File: src/rtl/irqc_pkg.sv
package irqc_pkg;

    localparam int ID_W   = 10;
    localparam int PRIO_W = 8;

    // reserved "nothing to claim" ID (all ones)
    localparam logic [ID_W-1:0] SPUR_ID = '1;
    // first ID that is never handed to the processor
    localparam logic [ID_W-1:0] FIRST_RSVD_ID = SPUR_ID - ID_W'(2);

    typedef enum logic [1:0] {
        REG_CTRL  = 2'd0,
        REG_PMASK = 2'd1,
        REG_CLAIM = 2'd2,
        REG_DONE  = 2'd3
    } reg_sel_e;

    typedef struct packed {
        logic [ID_W-1:0]   id;
        logic [PRIO_W-1:0] prio;
    } act_entry_t;

    function automatic logic id_deliverable(input logic [ID_W-1:0] id);
        return id < FIRST_RSVD_ID;
    endfunction

endpackage

File: src/rtl/irqc_act_stack.sv
module irqc_act_stack
    import irqc_pkg::*;
#(
    parameter int DEPTH = 4,
    localparam int CNT_W = $clog2(DEPTH + 1),
    localparam int IDX_W = (DEPTH > 1) ? $clog2(DEPTH) : 1
) (
    input  logic             clk,
    input  logic             rst,
    input  logic             push,
    input  logic             pop,
    input  act_entry_t       push_ent,
    output act_entry_t       top_ent,
    output logic             empty,
    output logic             full,
    output logic [CNT_W-1:0] level
);

    logic [CNT_W-1:0] cnt_q;
    act_entry_t       slot [DEPTH];

    always_ff @(posedge clk) begin
        if (rst) begin
            cnt_q <= '0;
        end else begin
            case ({push, pop})
                2'b10:   cnt_q <= cnt_q + CNT_W'(1);
                2'b01:   cnt_q <= cnt_q - CNT_W'(1);
                default: cnt_q <= cnt_q;
            endcase
        end
    end

    // push alone writes the free slot; push with pop overwrites the top
    for (genvar g = 0; g < DEPTH; g++) begin : g_slot
        logic load_here;
        assign load_here = push &&
            ((!pop && cnt_q == CNT_W'(g)) || (pop && cnt_q == CNT_W'(g + 1)));
        always_ff @(posedge clk) begin
            if (rst)
                slot[g] <= '0;
            else if (load_here)
                slot[g] <= push_ent;
        end
    end

    logic [IDX_W-1:0] top_idx;
    assign top_idx = IDX_W'(cnt_q - CNT_W'(1));
    assign empty   = (cnt_q == '0);
    assign full    = (cnt_q == CNT_W'(DEPTH));
    assign top_ent = empty ? '0 : slot[top_idx];
    assign level   = cnt_q;

endmodule

File: src/rtl/irqc_qualify.sv
module irqc_qualify
    import irqc_pkg::*;
(
    input  logic              enable,
    input  logic              cand_valid,
    input  logic [ID_W-1:0]   cand_id,
    input  logic [PRIO_W-1:0] cand_prio,
    input  logic [PRIO_W-1:0] pmask,
    input  logic [PRIO_W-1:0] run_prio,
    input  logic              stack_full,
    output logic              take_ok
);

    always_comb begin
        take_ok = enable
               && cand_valid
               && id_deliverable(cand_id)
               && (cand_prio < pmask)
               && (cand_prio < run_prio)
               && !stack_full;
    end

endmodule

File: src/rtl/irq_cpu_port.sv
module irq_cpu_port
    import irqc_pkg::*;
#(
    parameter int DEPTH  = 4,
    parameter int DATA_W = 32
) (
    input  logic              clk,
    input  logic              rst,
    input  logic              bus_wr,
    input  logic [1:0]        bus_waddr,
    input  logic [DATA_W-1:0] bus_wdata,
    input  logic              bus_rd,
    input  logic [1:0]        bus_raddr,
    output logic [DATA_W-1:0] bus_rdata,
    input  logic              cand_valid,
    input  logic [ID_W-1:0]   cand_id,
    input  logic [PRIO_W-1:0] cand_prio,
    output logic              irq_out,
    output logic              dist_ack,
    output logic [ID_W-1:0]   dist_ack_id
);

    localparam int CNT_W = $clog2(DEPTH + 1);

    logic              en_q;
    logic [PRIO_W-1:0] pmask_q;
    logic [DATA_W-1:0] rdata_q;
    logic              ack_q;
    logic [ID_W-1:0]   ack_id_q;

    act_entry_t        top_ent;
    act_entry_t        new_ent;
    logic              stk_empty, stk_full;
    logic [CNT_W-1:0]  act_level;
    logic [PRIO_W-1:0] run_prio;
    logic              take_ok;
    logic              claim_rd, done_wr, claim, retire;

    logic unused_wbits;
    assign unused_wbits = ^bus_wdata[DATA_W-1:ID_W];

    assign run_prio = stk_empty ? '1 : top_ent.prio;

    irqc_qualify u_qual (
        .enable     (en_q),
        .cand_valid (cand_valid),
        .cand_id    (cand_id),
        .cand_prio  (cand_prio),
        .pmask      (pmask_q),
        .run_prio   (run_prio),
        .stack_full (stk_full),
        .take_ok    (take_ok)
    );

    assign claim_rd = bus_rd && (bus_raddr == REG_CLAIM);
    assign done_wr  = bus_wr && (bus_waddr == REG_DONE);
    assign claim    = claim_rd && take_ok;
    assign retire   = done_wr && !stk_empty && (bus_wdata[ID_W-1:0] == top_ent.id);

    assign new_ent.id   = cand_id;
    assign new_ent.prio = cand_prio;

    irqc_act_stack #(.DEPTH(DEPTH)) u_stack (
        .clk      (clk),
        .rst      (rst),
        .push     (claim),
        .pop      (retire),
        .push_ent (new_ent),
        .top_ent  (top_ent),
        .empty    (stk_empty),
        .full     (stk_full),
        .level    (act_level)
    );

    // configuration registers
    always_ff @(posedge clk) begin
        if (rst) begin
            en_q    <= 1'b0;
            pmask_q <= '0;
        end else if (bus_wr) begin
            if (bus_waddr == REG_CTRL)
                en_q <= bus_wdata[0];
            if (bus_waddr == REG_PMASK)
                pmask_q <= bus_wdata[PRIO_W-1:0];
        end
    end

    // registered read path and distributor acknowledge
    always_ff @(posedge clk) begin
        if (rst) begin
            rdata_q  <= '0;
            ack_q    <= 1'b0;
            ack_id_q <= '0;
        end else begin
            ack_q <= claim;
            if (claim)
                ack_id_q <= cand_id;
            if (bus_rd) begin
                case (bus_raddr)
                    REG_CTRL:  rdata_q <= DATA_W'(en_q);
                    REG_PMASK: rdata_q <= DATA_W'(pmask_q);
                    REG_CLAIM: rdata_q <= DATA_W'(claim ? cand_id : SPUR_ID);
                    default:   rdata_q <= '0;
                endcase
            end
        end
    end

    assign irq_out     = take_ok;
    assign bus_rdata   = rdata_q;
    assign dist_ack    = ack_q;
    assign dist_ack_id = ack_id_q;

endmodule

File: config.mk
export PLATFORM = sky130hd
export DESIGN_NAME = irq_cpu_port
export DESIGN_NICKNAME = d
export VERILOG_FILES = /design/src/rtl/irqc_pkg.sv /design/src/rtl/irqc_act_stack.sv /design/src/rtl/irqc_qualify.sv /design/src/rtl/irq_cpu_port.sv
export SDC_FILE = /design/constraint.sdc
export NUM_CORES = 1
export LEC_CHECK = 0
export ABC_AREA = 1
export BUFFER_PORTS_ARGS = -buffer_cell sky130_fd_sc_hd__buf_2
export CAP_MARGIN = 20
export CORE_UTILIZATION = 51
export DETAILED_ROUTE_END_ITERATION = 8
export PLACE_DENSITY = 0.88
export SLEW_MARGIN = 20
export SYNTH_ARGS = -nofsm -noshare
export SYNTH_HDL_FRONTEND = slang
export SYNTH_HIERARCHICAL = 1
export SYNTH_SLANG_ARGS = --single-unit
File: constraint.sdc
create_clock -name clk -period 4 [get_ports clk]
set_input_delay 0.8 -clock clk [delete_from_list [all_inputs] [get_ports clk]]
set_output_delay 0.8 -clock clk [all_outputs]
set_load 0.05 [all_outputs]
==> impl_metrics.yaml <==
routing:
  antenna_left: 0
  drt_wl_total_um: 13700
  via_per_inst: 5.28
  first_iter_violations: 504
  firstDrtPassIters: 5
  wire_per_inst_um: 15.3
  vias: 4716
  drc: 0
worst_setup_path:
  slowest_delay_ps: 320
  cp_slowest_cell: "dfxtp_2"
  crit_cells: 20
  crit_chain: "inv_1, ha_4, inv_6, nor2_1, o21ai_0, a21oi_1, or2_2, inv_1, ha_1, nand2_1, inv_1, nand2_1, nand2_1, inv_1, nand2_1, nor2_1, nand2_1, nor2_4, buf_4, buf_4"
  cp.arrival_ps: 3010
  critPathBufInv: 7
  path_class: "register to output port"
  cp_max_fo: 17
  critPathTopFamily: "simple AND/OR/NAND/NOR gates"
  startpoint_type: "register"
  worst_path_most_repeated_cell: "nand2_1"
  required_ps: 3200
  reg2reg_depth: 24
  endpoint_kind: "output port"
global_routing:
  track_usage_pct: 24.5
  grt-ovfl-total: 0
  first_global_vias: 4518
  grt_pass1_wl_um: 21800
  grt_antenna_before_repair: 0
  grt_max_degree: 41
clock_tree:
  cts.clk_slew.worst_paths_ps: 80
  cts_made_buffers: 9
  cts_tree: "done"
  clk_latency_ps: 350
  clock_sinks: 105
  htree_levels: 3
  clockRootBuffer: "clkbuf_16"
  cts_buffer_depth: 2
synthesis:
  syn_area_per_cell_um2: 8.32
  yosys-top-cells-area: "edfxtp_1 37%, dfxtp_1 11%, nand2_1 10%"
  synth.largest_area_cell: "edfxtp_1"
  synth_top_area_share_pct: 37.1
  yosysMostFrequentCell: "nand2_1"
  synth_warnings: 6
  synth_top_family_by_area: "simple AND/OR/NAND/NOR gates"
  ys_seq_elements: 105
  synthTopCellsByCount: "161 x nand2_1, 126 x nor2_1, 75 x inv_1"
  synth_xor_area_share_pct: 0.752
  synthAdderAreaFrac_pct: 4.51
  synth_edf_count: 72
  synth_flop_cell: "edfxtp_1"
  synthSimpleGateAreaFrac_pct: 25.4
  synthMuxAreaShare_pct: 0
  yosysSeqAreaShare_pct: 48.4
  synth_area_um2: 5830
  syn_inst: 700
  async_flop_share_pct: 0
  yosysUniqueCellTypes: 37
  synth-compound-area-share_pct: 9.45
sta:
  max_slew_margin_pct: 49.8
  slew_violations: 0
  tightest_slew_ps: 750
  fmaxAchievable_mhz: 263
  period_minus_slack_ps: 3810
  rsz0062_at_grt: "no"
  clock_skew_ps: 12.9
  finalHoldViolCount: 0
  finalSetupViolations: 0
  fin_tns_setup_ps: 0
  finalCritPeriodShare_pct: 95.2
cells_and_area:
  antenna_cells: 0
  final_nets: 829
  stdcell_area_um2: 6420
  syn_to_final_growth_pct: 10.2
  drive_gt1_share_pct: 19.9
floorplan:
  core-area_um2: 11000
  dieWidth_um: 109
  placementRows: 38
  die_h_um: 109
  io-pin-count: 103
  die_area_um2: 11900
  start_util_pct: 53.1
place:
  hpwl_um: 9100
  gp_congestion: 0.877
  postPlaceCellArea_um2: 6120
  io_buffer_count: 58
job:
  cap_violations: 0
power_and_ir_drop:
  peakVddDrop_mv: 0.224
  power.density_nw_per_um2: 360
  power.leakage_nw: 2.93
worst_hold_path:
  hold_class: "register to register"
  holdPathStages: 2
outcome:
  status: "finished clean"
stage by stage:
step | power [W] | std cells | setup WS, ps | util [%] | hold WS (ps)
final | 0.00231 | 894 | 193 | 58.5 | 462
after floorplan | 0.00141 | 721 | 31.6 | - | 489
after detailed placement | 0.00146 | 878 | 320 | 55.7 | 454
after global routing | 0.00238 | 894 | 22.5 | 58.5 | 483
after CTS | 0.00231 | 894 | 30.7 | 58.4 | 466
after global placement | 0.00145 | 878 | 397 | 55.7 | 456
power by group:
part / switching, W / total (W) / internal, W / leakage [nW]
clock network: 0.000409 / 0.000876 / 0.000467 / 0.149
logic: 0.000182 / 0.000235 / 0.0000536 / 1.77
registers: 0.0000137 / 0.00120 / 0.00119 / 1.01
total: 0.000604 / 0.00231 / 0.00171 / 2.93
worst register-to-register path, stage by stage, from the launching register on:
cell	delay (ps)
dfxtp_2	320
inv_1	120
ha_4	240
inv_6	130
nor2_1	60
o21ai_0	90
a21oi_1	80
or2_2	280
inv_1	60
ha_1	230
nand2_1	60
inv_1	50
nand2_1	70
nand2_1	50
inv_1	60
nand2_1	50
nor2_1	80
nand2_1	90
nor2_4	150
nand2_2	80
clkinv_2	290
inv_1	170
a21oi_4	190
nand3_4	270
nor2_1	220
cells by family (layout without fill, tap and decap cells):
group,Yosys count,in the layout
other cells,1,22
xor+xnor,5,5
simple gates,341,341
buf+inv,130,163
flops,105,105
compound gates,97,97
fa+ha+maj,21,21
final cells by class:
type | count | area, µm²
inverters | 83 | 320
clock inverters | 6 | 46.3
repair buffers | 64 | 342
clock buffers | 10 | 250
well taps | 140 | 175
fillers | 947 | 4560
flip-flops and latches | 105 | 2830
multi-input cells | 486 | 2460
sequential cells by signal, indices dropped and copies added (netlist names):
name and flops:
u_stack/slot 72, u_stack/level 3, en_q 1, dist_ack_id 10
pmask_q 8, bus_rdata 10, dist_ack 1
worst paths after layout:
kind                                      end  slack [ps]                          start
min                 bus_rdata[8]$_SDFFE_PP0P_         460      bus_rdata[8]$_SDFFE_PP0P_
max                                   irq_out         190  u_stack/level[0]$_SDFFE_PP0P_
min reg2reg         bus_rdata[8]$_SDFFE_PP0P_         460      bus_rdata[8]$_SDFFE_PP0P_
max reg2reg  u_stack/slot[3][9]$_SDFFCE_PN0P_         360  u_stack/level[0]$_SDFFE_PP0P_
cell usage in the layout, fill, tap and decap left out, types with 6 or more instances in the layout:
master	n
or2_2	8
clkbuf_16	10
conb_1	22
buf_4	6
nand2_2	16
nand2_1	156
inv_1	74
edfxtp_1	72
a31oi_1	8
ha_1	20
inv_2	6
nor2_2	13
a21oi_2	9
o21ai_0	37
dfxtp_1	31
buf_2	57
nor2_1	126
nand3_1	10
a21oi_1	36
routing by layer:
layer  vias to the layer above  track usage, %  part of all wire (%)
met2                       242            42.5                    50
li1                       2281               -                     -
met1                      2164            30.2                    39
met4                         0            9.85                   2.0
met3                        29            4.06                   8.7
met5                         -               0                     0
what timing repair did:
action | 4_1_cts | 5_1_grt
buffers inserted | 0 | 0
setup endpoints to repair | 0 | 66
hold buffers | 0 | 0
gates resized for setup | 0 | 6
Power figures use the tool's default switching activity.
